--- src/rtl/sec_filter_pkg.sv ---
`timescale 1ns/1ps
package sec_filter_pkg;
  localparam int MID_W     = 16;
  localparam int MAP_W     = 32;
  localparam int MAP_SHIFT = 5;

  typedef struct packed {
    logic             cfg_ns;
    logic             nonsec;
    logic [MID_W-1:0] mid;
  } fault_attr_t;

  localparam int ATTR_W = $bits(fault_attr_t);

  function automatic int map_words(int range_b, int blk_b);
    return (range_b / blk_b + MAP_W - 1) / MAP_W;
  endfunction

  function automatic int idx_width(int range_b, int blk_b);
    int n;
    n = map_words(range_b, blk_b);
    return (n > 1) ? $clog2(n) : 1;
  endfunction
endpackage

--- src/rtl/sec_filter_decode.sv ---
`timescale 1ns/1ps
module sec_filter_decode #(
  parameter int ADDR_W      = 12,
  parameter int BLK_BYTES   = 32,
  parameter int RANGE_BYTES = 4096,
  parameter int IDX_W       = 2
) (
  input  logic              [ADDR_W-1:0] addr_i,
  input  logic                           secure_i,
  input  logic                           unspec_i,
  output logic               [IDX_W-1:0] map_idx_o,
  input  logic [sec_filter_pkg::MAP_W-1:0] map_word_i,
  output logic                           cfg_ns_o,
  output logic                           nonsec_o,
  output logic                           pass_o
);
  import sec_filter_pkg::*;

  localparam int BLK_SHIFT = $clog2(BLK_BYTES);
  localparam int WORDS     = map_words(RANGE_BYTES, BLK_BYTES);

  logic [ADDR_W-1:0]    blk_num;
  logic [MAP_SHIFT-1:0] bit_pos;

  assign blk_num = addr_i >> BLK_SHIFT;
  assign bit_pos = blk_num[MAP_SHIFT-1:0];

  generate
    if (WORDS > 1) begin : g_multi_word
      logic [ADDR_W-1:0] word_full;
      assign word_full = blk_num >> MAP_SHIFT;
      assign map_idx_o = word_full[IDX_W-1:0];
    end else begin : g_single_word
      assign map_idx_o = '0;
    end
  endgenerate

  // unspecified attribute counts as secure
  assign nonsec_o = ~(secure_i | unspec_i);
  assign cfg_ns_o = map_word_i[bit_pos];
  assign pass_o   = (cfg_ns_o == nonsec_o);
endmodule

--- src/rtl/sec_filter_route.sv ---
`timescale 1ns/1ps
module sec_filter_route #(
  parameter int ADDR_W = 12,
  parameter int DATA_W = 32
) (
  input  logic              clk_i,
  input  logic              rst_ni,
  input  logic              pass_i,
  input  logic              resp_err_i,
  input  logic              up_valid_i,
  input  logic              up_write_i,
  input  logic [ADDR_W-1:0] up_addr_i,
  input  logic [DATA_W-1:0] up_wdata_i,
  output logic              up_ready_o,
  output logic [DATA_W-1:0] up_rdata_o,
  output logic              up_err_o,
  output logic              dn_valid_o,
  output logic              dn_write_o,
  output logic [ADDR_W-1:0] dn_addr_o,
  output logic [DATA_W-1:0] dn_wdata_o,
  input  logic              dn_ready_i,
  input  logic [DATA_W-1:0] dn_rdata_i,
  input  logic              dn_err_i
);
  assign dn_valid_o = up_valid_i & pass_i;
  assign dn_write_o = up_write_i;
  assign dn_addr_o  = up_addr_i;
  assign dn_wdata_o = up_wdata_i;

  always_comb begin
    if (pass_i) begin
      up_ready_o = dn_ready_i;
      up_rdata_o = dn_rdata_i;
      up_err_o   = dn_err_i;
    end else begin
      up_ready_o = 1'b1;
      up_rdata_o = '0;
      up_err_o   = resp_err_i;
    end
  end

  assert_blk_no_fwd_R5: assert property (@(posedge clk_i) disable iff (!rst_ni)
    (up_valid_i && !pass_i) |-> (!dn_valid_o && up_ready_o && up_rdata_o == '0));

  assert_blk_resp_R6: assert property (@(posedge clk_i) disable iff (!rst_ni)
    (up_valid_i && !pass_i) |-> (up_err_o == resp_err_i));
endmodule

--- src/rtl/sec_filter_capture.sv ---
`timescale 1ns/1ps
module sec_filter_capture #(
  parameter int ADDR_W = 12
) (
  input  logic                        clk_i,
  input  logic                        rst_ni,
  input  logic                        blk_i,
  input  logic           [ADDR_W-1:0] addr_i,
  input  sec_filter_pkg::fault_attr_t attr_i,
  input  logic                        clr_i,
  input  logic                        irq_en_i,
  output logic                        stat_o,
  output logic           [ADDR_W-1:0] info_addr_o,
  output sec_filter_pkg::fault_attr_t info_attr_o,
  output logic                        irq_o
);
  import sec_filter_pkg::*;

  logic        stat_q;
  logic        cap_en;
  logic [ADDR_W-1:0] addr_q;
  fault_attr_t attr_q;

  assign cap_en = blk_i & ~stat_q;

  always_ff @(posedge clk_i or negedge rst_ni) begin
    if (!rst_ni) begin
      stat_q <= 1'b0;
      addr_q <= '0;
      attr_q <= '0;
    end else begin
      stat_q <= cap_en | (stat_q & ~clr_i);
      if (cap_en) begin
        addr_q <= addr_i;
        attr_q <= attr_i;
      end
    end
  end

  assign stat_o      = stat_q;
  assign info_addr_o = addr_q;
  assign info_attr_o = attr_q;
  assign irq_o       = stat_q & irq_en_i;

  assert_capture_R7: assert property (@(posedge clk_i) disable iff (!rst_ni)
    (blk_i && !stat_o) |=> (stat_o && info_addr_o == $past(addr_i)));

  assert_info_frozen_R8: assert property (@(posedge clk_i) disable iff (!rst_ni)
    stat_o |=> ($stable(info_addr_o) && $stable(info_attr_o)));

  assert_clear_R10: assert property (@(posedge clk_i) disable iff (!rst_ni)
    (clr_i && stat_o) |=> !stat_o);
endmodule

--- src/rtl/sec_access_filter.sv ---
`timescale 1ns/1ps
module sec_access_filter #(
  parameter int ADDR_W      = 12,
  parameter int DATA_W      = 32,
  parameter int BLK_BYTES   = 32,
  parameter int RANGE_BYTES = 4096,
  localparam int IDX_W      = sec_filter_pkg::idx_width(RANGE_BYTES, BLK_BYTES)
) (
  input  logic              clk_i,
  input  logic              rst_ni,
  input  logic              up_valid_i,
  input  logic              up_write_i,
  input  logic [ADDR_W-1:0] up_addr_i,
  input  logic [DATA_W-1:0] up_wdata_i,
  input  logic              up_secure_i,
  input  logic              up_unspec_i,
  input  logic [15:0]       up_mid_i,
  output logic              up_ready_o,
  output logic [DATA_W-1:0] up_rdata_o,
  output logic              up_err_o,
  output logic              dn_valid_o,
  output logic              dn_write_o,
  output logic [ADDR_W-1:0] dn_addr_o,
  output logic [DATA_W-1:0] dn_wdata_o,
  input  logic              dn_ready_i,
  input  logic [DATA_W-1:0] dn_rdata_i,
  input  logic              dn_err_i,
  output logic [IDX_W-1:0]  map_idx_o,
  input  logic [31:0]       map_word_i,
  input  logic              resp_err_i,
  input  logic              irq_en_i,
  input  logic              stat_clr_i,
  output logic              stat_o,
  output logic [ADDR_W-1:0] info_addr_o,
  output logic [17:0]       info_attr_o,
  output logic              irq_o
);
  import sec_filter_pkg::*;

  logic        cfg_ns;
  logic        nonsec;
  logic        pass;
  fault_attr_t cur_attr;
  fault_attr_t cap_attr;

  sec_filter_decode #(
    .ADDR_W(ADDR_W), .BLK_BYTES(BLK_BYTES),
    .RANGE_BYTES(RANGE_BYTES), .IDX_W(IDX_W)
  ) u_decode (
    .addr_i    (up_addr_i),
    .secure_i  (up_secure_i),
    .unspec_i  (up_unspec_i),
    .map_idx_o (map_idx_o),
    .map_word_i(map_word_i),
    .cfg_ns_o  (cfg_ns),
    .nonsec_o  (nonsec),
    .pass_o    (pass)
  );

  sec_filter_route #(.ADDR_W(ADDR_W), .DATA_W(DATA_W)) u_route (
    .clk_i     (clk_i),
    .rst_ni    (rst_ni),
    .pass_i    (pass),
    .resp_err_i(resp_err_i),
    .up_valid_i(up_valid_i),
    .up_write_i(up_write_i),
    .up_addr_i (up_addr_i),
    .up_wdata_i(up_wdata_i),
    .up_ready_o(up_ready_o),
    .up_rdata_o(up_rdata_o),
    .up_err_o  (up_err_o),
    .dn_valid_o(dn_valid_o),
    .dn_write_o(dn_write_o),
    .dn_addr_o (dn_addr_o),
    .dn_wdata_o(dn_wdata_o),
    .dn_ready_i(dn_ready_i),
    .dn_rdata_i(dn_rdata_i),
    .dn_err_i  (dn_err_i)
  );

  assign cur_attr.cfg_ns = cfg_ns;
  assign cur_attr.nonsec = nonsec;
  assign cur_attr.mid    = up_mid_i;

  sec_filter_capture #(.ADDR_W(ADDR_W)) u_capture (
    .clk_i      (clk_i),
    .rst_ni     (rst_ni),
    .blk_i      (up_valid_i & ~pass),
    .addr_i     (up_addr_i),
    .attr_i     (cur_attr),
    .clr_i      (stat_clr_i),
    .irq_en_i   (irq_en_i),
    .stat_o     (stat_o),
    .info_addr_o(info_addr_o),
    .info_attr_o(cap_attr),
    .irq_o      (irq_o)
  );

  assign info_attr_o = cap_attr;

  assert_irq_gated_R9: assert property (@(posedge clk_i) disable iff (!rst_ni)
    irq_o |-> (irq_en_i && stat_o));
endmodule

--- config.mk ---
export PLATFORM = sky130hd
export DESIGN_NAME = sec_access_filter
export DESIGN_NICKNAME = d
export VERILOG_FILES = /design/src/rtl/sec_filter_pkg.sv /design/src/rtl/sec_filter_decode.sv /design/src/rtl/sec_filter_route.sv /design/src/rtl/sec_filter_capture.sv /design/src/rtl/sec_access_filter.sv
export SDC_FILE = /design/constraint.sdc
export NUM_CORES = 1
export LEC_CHECK = 0
export BUFFER_PORTS_ARGS = -buffer_cell sky130_fd_sc_hd__buf_4
export CAP_MARGIN = 20
export CORE_AREA = 2 2 98 100
export CTS_CLUSTER_SIZE = 20
export DETAILED_ROUTE_END_ITERATION = 8
export DIE_AREA = 0 0 100 102
export GPL_TIMING_DRIVEN = 0
export PLACE_DENSITY = 0.7
export SETUP_SLACK_MARGIN = 0.4
export SYNTH_ARGS = -nofsm -noshare
export SYNTH_HDL_FRONTEND = slang
export SYNTH_SLANG_ARGS = --single-unit
--- constraint.sdc ---
create_clock -name clk_i -period 3.1 [get_ports clk_i]
set_input_delay 0.62 -clock clk_i [delete_from_list [all_inputs] [get_ports clk_i]]
set_output_delay 0.62 -clock clk_i [all_outputs]
set_load 0.005 [all_outputs]
==> out/qor.txt <==
Status - complete, no violations
Grt ovf - 0
Row count - 35
Die area - 10200 um2
Tcrit/Tclk final - 99.22%
Syn Area/Cell - 10.66 um2
Utilization after layout - 48.12%
Initial DRT Pass Iterations - 4
DRC violations left - 0
CP Class - in -> out
Placed Cells - 529
Initial antenna violation count - 0
Clk Latency, worst-skew pair - 280 ps
Slowest stage delay, CP - 390 ps
CTS Buf Count - 5
Synth Flop Type - dfrtp_1
Cell area power density - 467.2 nW/um2
Syn Std Cell Area - 2175 um2
Most instantiated cells after synthesis - buf_4 (48), nor2b_1 (35), dfrtp_1 (31), mux2_2 (20), mux2i_1 (17)
Max rail drop VDD - 0.0002770 V
Design Area, Final - 4383 um2
CTS Hold Buffers Added - 0
Area Overhead vs Synth - 101.6%
Post-Layout Cell Count - 549
Unrepaired setup endpoints after global routing - yes
DR vias - 2325
Core Area - 9109 um2
Clock transition at the registers of the reported paths - 70 ps
Largest net degree at the start of global routing - 32
Slowest cell on crit path - a311oi_4
Deepest clock path buffer count - 2
CTS root buf - clkbuf_8
Layout cell share with drive strength beyond 1 - 79.45%
Synthesized flop and latch total - 31
Worst path cell trace - buf_12 -> buf_12 -> mux2i_1 -> nand2_1 -> nand4_1 -> a21oi_2 -> a311oi_4 -> xor2_4 -> buf_6 -> buf_8 -> or2_4 -> buf_6
Placed inst area - 3976 um2
Post-Syn Instances - 204
Ant diodes - 0
Global-route wire length before repair - 11.95 mm
Top-area cell type share of the netlist area - 35.67%
Routed wire length - 8.444 mm
Initial Utilization - 23.87%
H-Tree Depth - 2
Least-Margin Pin Slew - 523.5 ps
Gpl congestion - 0.7650
Area contributors post-synth - dfrtp_1 (36%), buf_4 (17%), mux2_2 (10%)
Most common cell in the synthesized netlist - buf_4
Die Span Y - 102 um
Sequential-to-total area share from yosys stat - 35.67%
Hold/Removal Path Class - in -> async
Worst slew margin - 65.10%
Area leader, netlist - dfrtp_1
CP Launch Type - input pin
Vias in the first global route - 2307
Hold Vio Cnt, Final - 0
Worst setup EP type - output pin
DRT iter0 DRCs - 58
Clk sinks - 31
Die width - 100 um
Ports - 249
Final ANT Viol Nets - 0
Leakage - 2.299 nW
Syn_nets - 339
Crit-path max FO - 6
Min Hold Slack - 272.2 ps
Post-layout min period - 3076 ps
Fmax - 0.3251 GHz
Final setup viols - 0
Total track usage - 14.78%
CTS tree - done
Final slew viol count - 0
Worst Skew - 3.661 ps
Worst slack, placed - -330.1 ps
Ys Warns - 0
Final nets - 572
Max Cap Viol - 0
Via-to-Cell Ratio - 4.235
Data arrival, critical path - 2460 ps
Post-synth EDFFs - 0
# port buffers - 214
Count of cell types in the netlist - 26
Asr flop ratio synth - 100.0%
HPWL Detailed - 6.995 mm
Final worst slack - 24.20 ps
DR WL/cell - 15.38 um
WP data required - 2480 ps
[cells in the final DEF, fill, tap and decap left out]
cell type	count
nand4_1	1
o21ai_0	3
or2_0	1
nor2b_1	13
dfrtp_1	31
mux2i_4	1
xor2_4	1
a22o_1	1
buf_8	3
nand2_2	1
a21oi_2	1
buf_2	1
mux2_2	19
nand3_1	2
clkbuf_8	5
nand2b_1	2
and2_1	3
o21bai_1	1
clkinvlp_4	2
mux2i_1	16
nor2b_2	16
clkinv_2	1
inv_1	1
nor2_1	1
a311oi_4	1
buf_12	4
and2b_1	1
nor2_2	1
or2_4	1
nor2b_4	6
buf_4	259
buf_6	12
a21oi_1	3
nand2_1	6
a22oi_1	4
buf_16	2
a211oi_2	1
mux2_4	10
[cell families after synthesis]
group / after synthesis / share of synthesized area [%]
buffers and inverters: 56 / 19.50
and+or+nand+nor: 55 / 14.73
muxes: 46 / 24.40
DFF: 31 / 35.67
AOI/OAI and AO/OA: 15 / 5.294
xor gates and xnor gates: 1 / 0.4028
[through the flow]
step | TNS, ps | total power [mW]
4_1_cts | 0 | 2.035
5_1_grt | -105.3 | 2.178
2_1_floorplan | 0 | 1.053
6_report | 0 | 2.048
3_3_place_gp | -9540 | 1.614
3_5_place_dp | -9312 | 1.631
[worst paths after layout]
path / end / slack [ps] / cells after the start / start
max in group asynchronous: u_capture.info_attr_o[15]$_DFFE_PN0P_ / 2540 / 1 / rst_ni
min in group clk_i: u_capture.info_attr_o[13]$_DFFE_PN0P_ / 510 / 1 / u_capture.info_attr_o[13]$_DFFE_PN0P_
max: up_ready_o / 20 / 12 / up_addr_i[6]
min reg2reg: u_capture.info_attr_o[13]$_DFFE_PN0P_ / 510 / 1 / u_capture.info_attr_o[13]$_DFFE_PN0P_
min: u_capture.info_attr_o[6]$_DFFE_PN0P_ / 270 / 1 / rst_ni
max reg2reg: u_capture.info_addr_o[5]$_DFFE_PN0P_ / 1500 / 6 / u_capture.stat_o$_DFF_PN0_
[flip-flops by register name (all words and copies together), names as in the netlist]
signal and flops:
u_capture.info_attr_o 18, u_capture.info_addr_o 12, u_capture.stat_o 1
[layer usage]
| layer | wire length, um | vias up | share of wire [%] | global-route usage (%) |
|---|---|---|---|---|
| met4 | 29 | 0 | 0.34 | 2.002 |
| met1 | 2853 | 1108 | 34 | 16.24 |
| li1 | - | 1098 | - | - |
| met3 | 757 | 4 | 9.0 | 4.651 |
| met5 | 0 | - | 0 | 0 |
| met2 | 4803 | 115 | 57 | 28.59 |
[power by group]
part           internal, mW  switching, mW  total, mW  leakage (nW)
sequential            0.564         0.0909      0.655         0.363
clock                 0.156          0.158      0.314        0.0402
combinational         0.720          0.359       1.08          1.90
total                  1.44          0.607       2.05          2.30
[timing repair]
action	4_1_cts	5_1_grt
endpoints found under the setup margin	35	54
gates resized for setup	29	23
pin swaps	6	2
buffers inserted	6	4
cloned	2	0
[cell type report]
| type | instances | area (um2) |
|---|---|---|
| buffer | 55 | 466.7 |
| clock buffer | 5 | 68.82 |
| inverter | 1 | 3.754 |
| fill | 874 | 4726 |
| tap | 111 | 138.9 |
| multi-input combinational | 117 | 1111 |
| clock inverter | 3 | 20.02 |
| sequential | 31 | 775.7 |
| timing repair buffer | 226 | 1798 |
[critical path: cells and delay by family]
kind,cells,cell delay [ps]
buffers and inverters,5,620
AO/OA/AOI/OAI,2,450
AND/OR/NAND/NOR,3,430
multiplexers,1,170
XOR/XNOR,1,140
(Power assumes the default switching activity.)
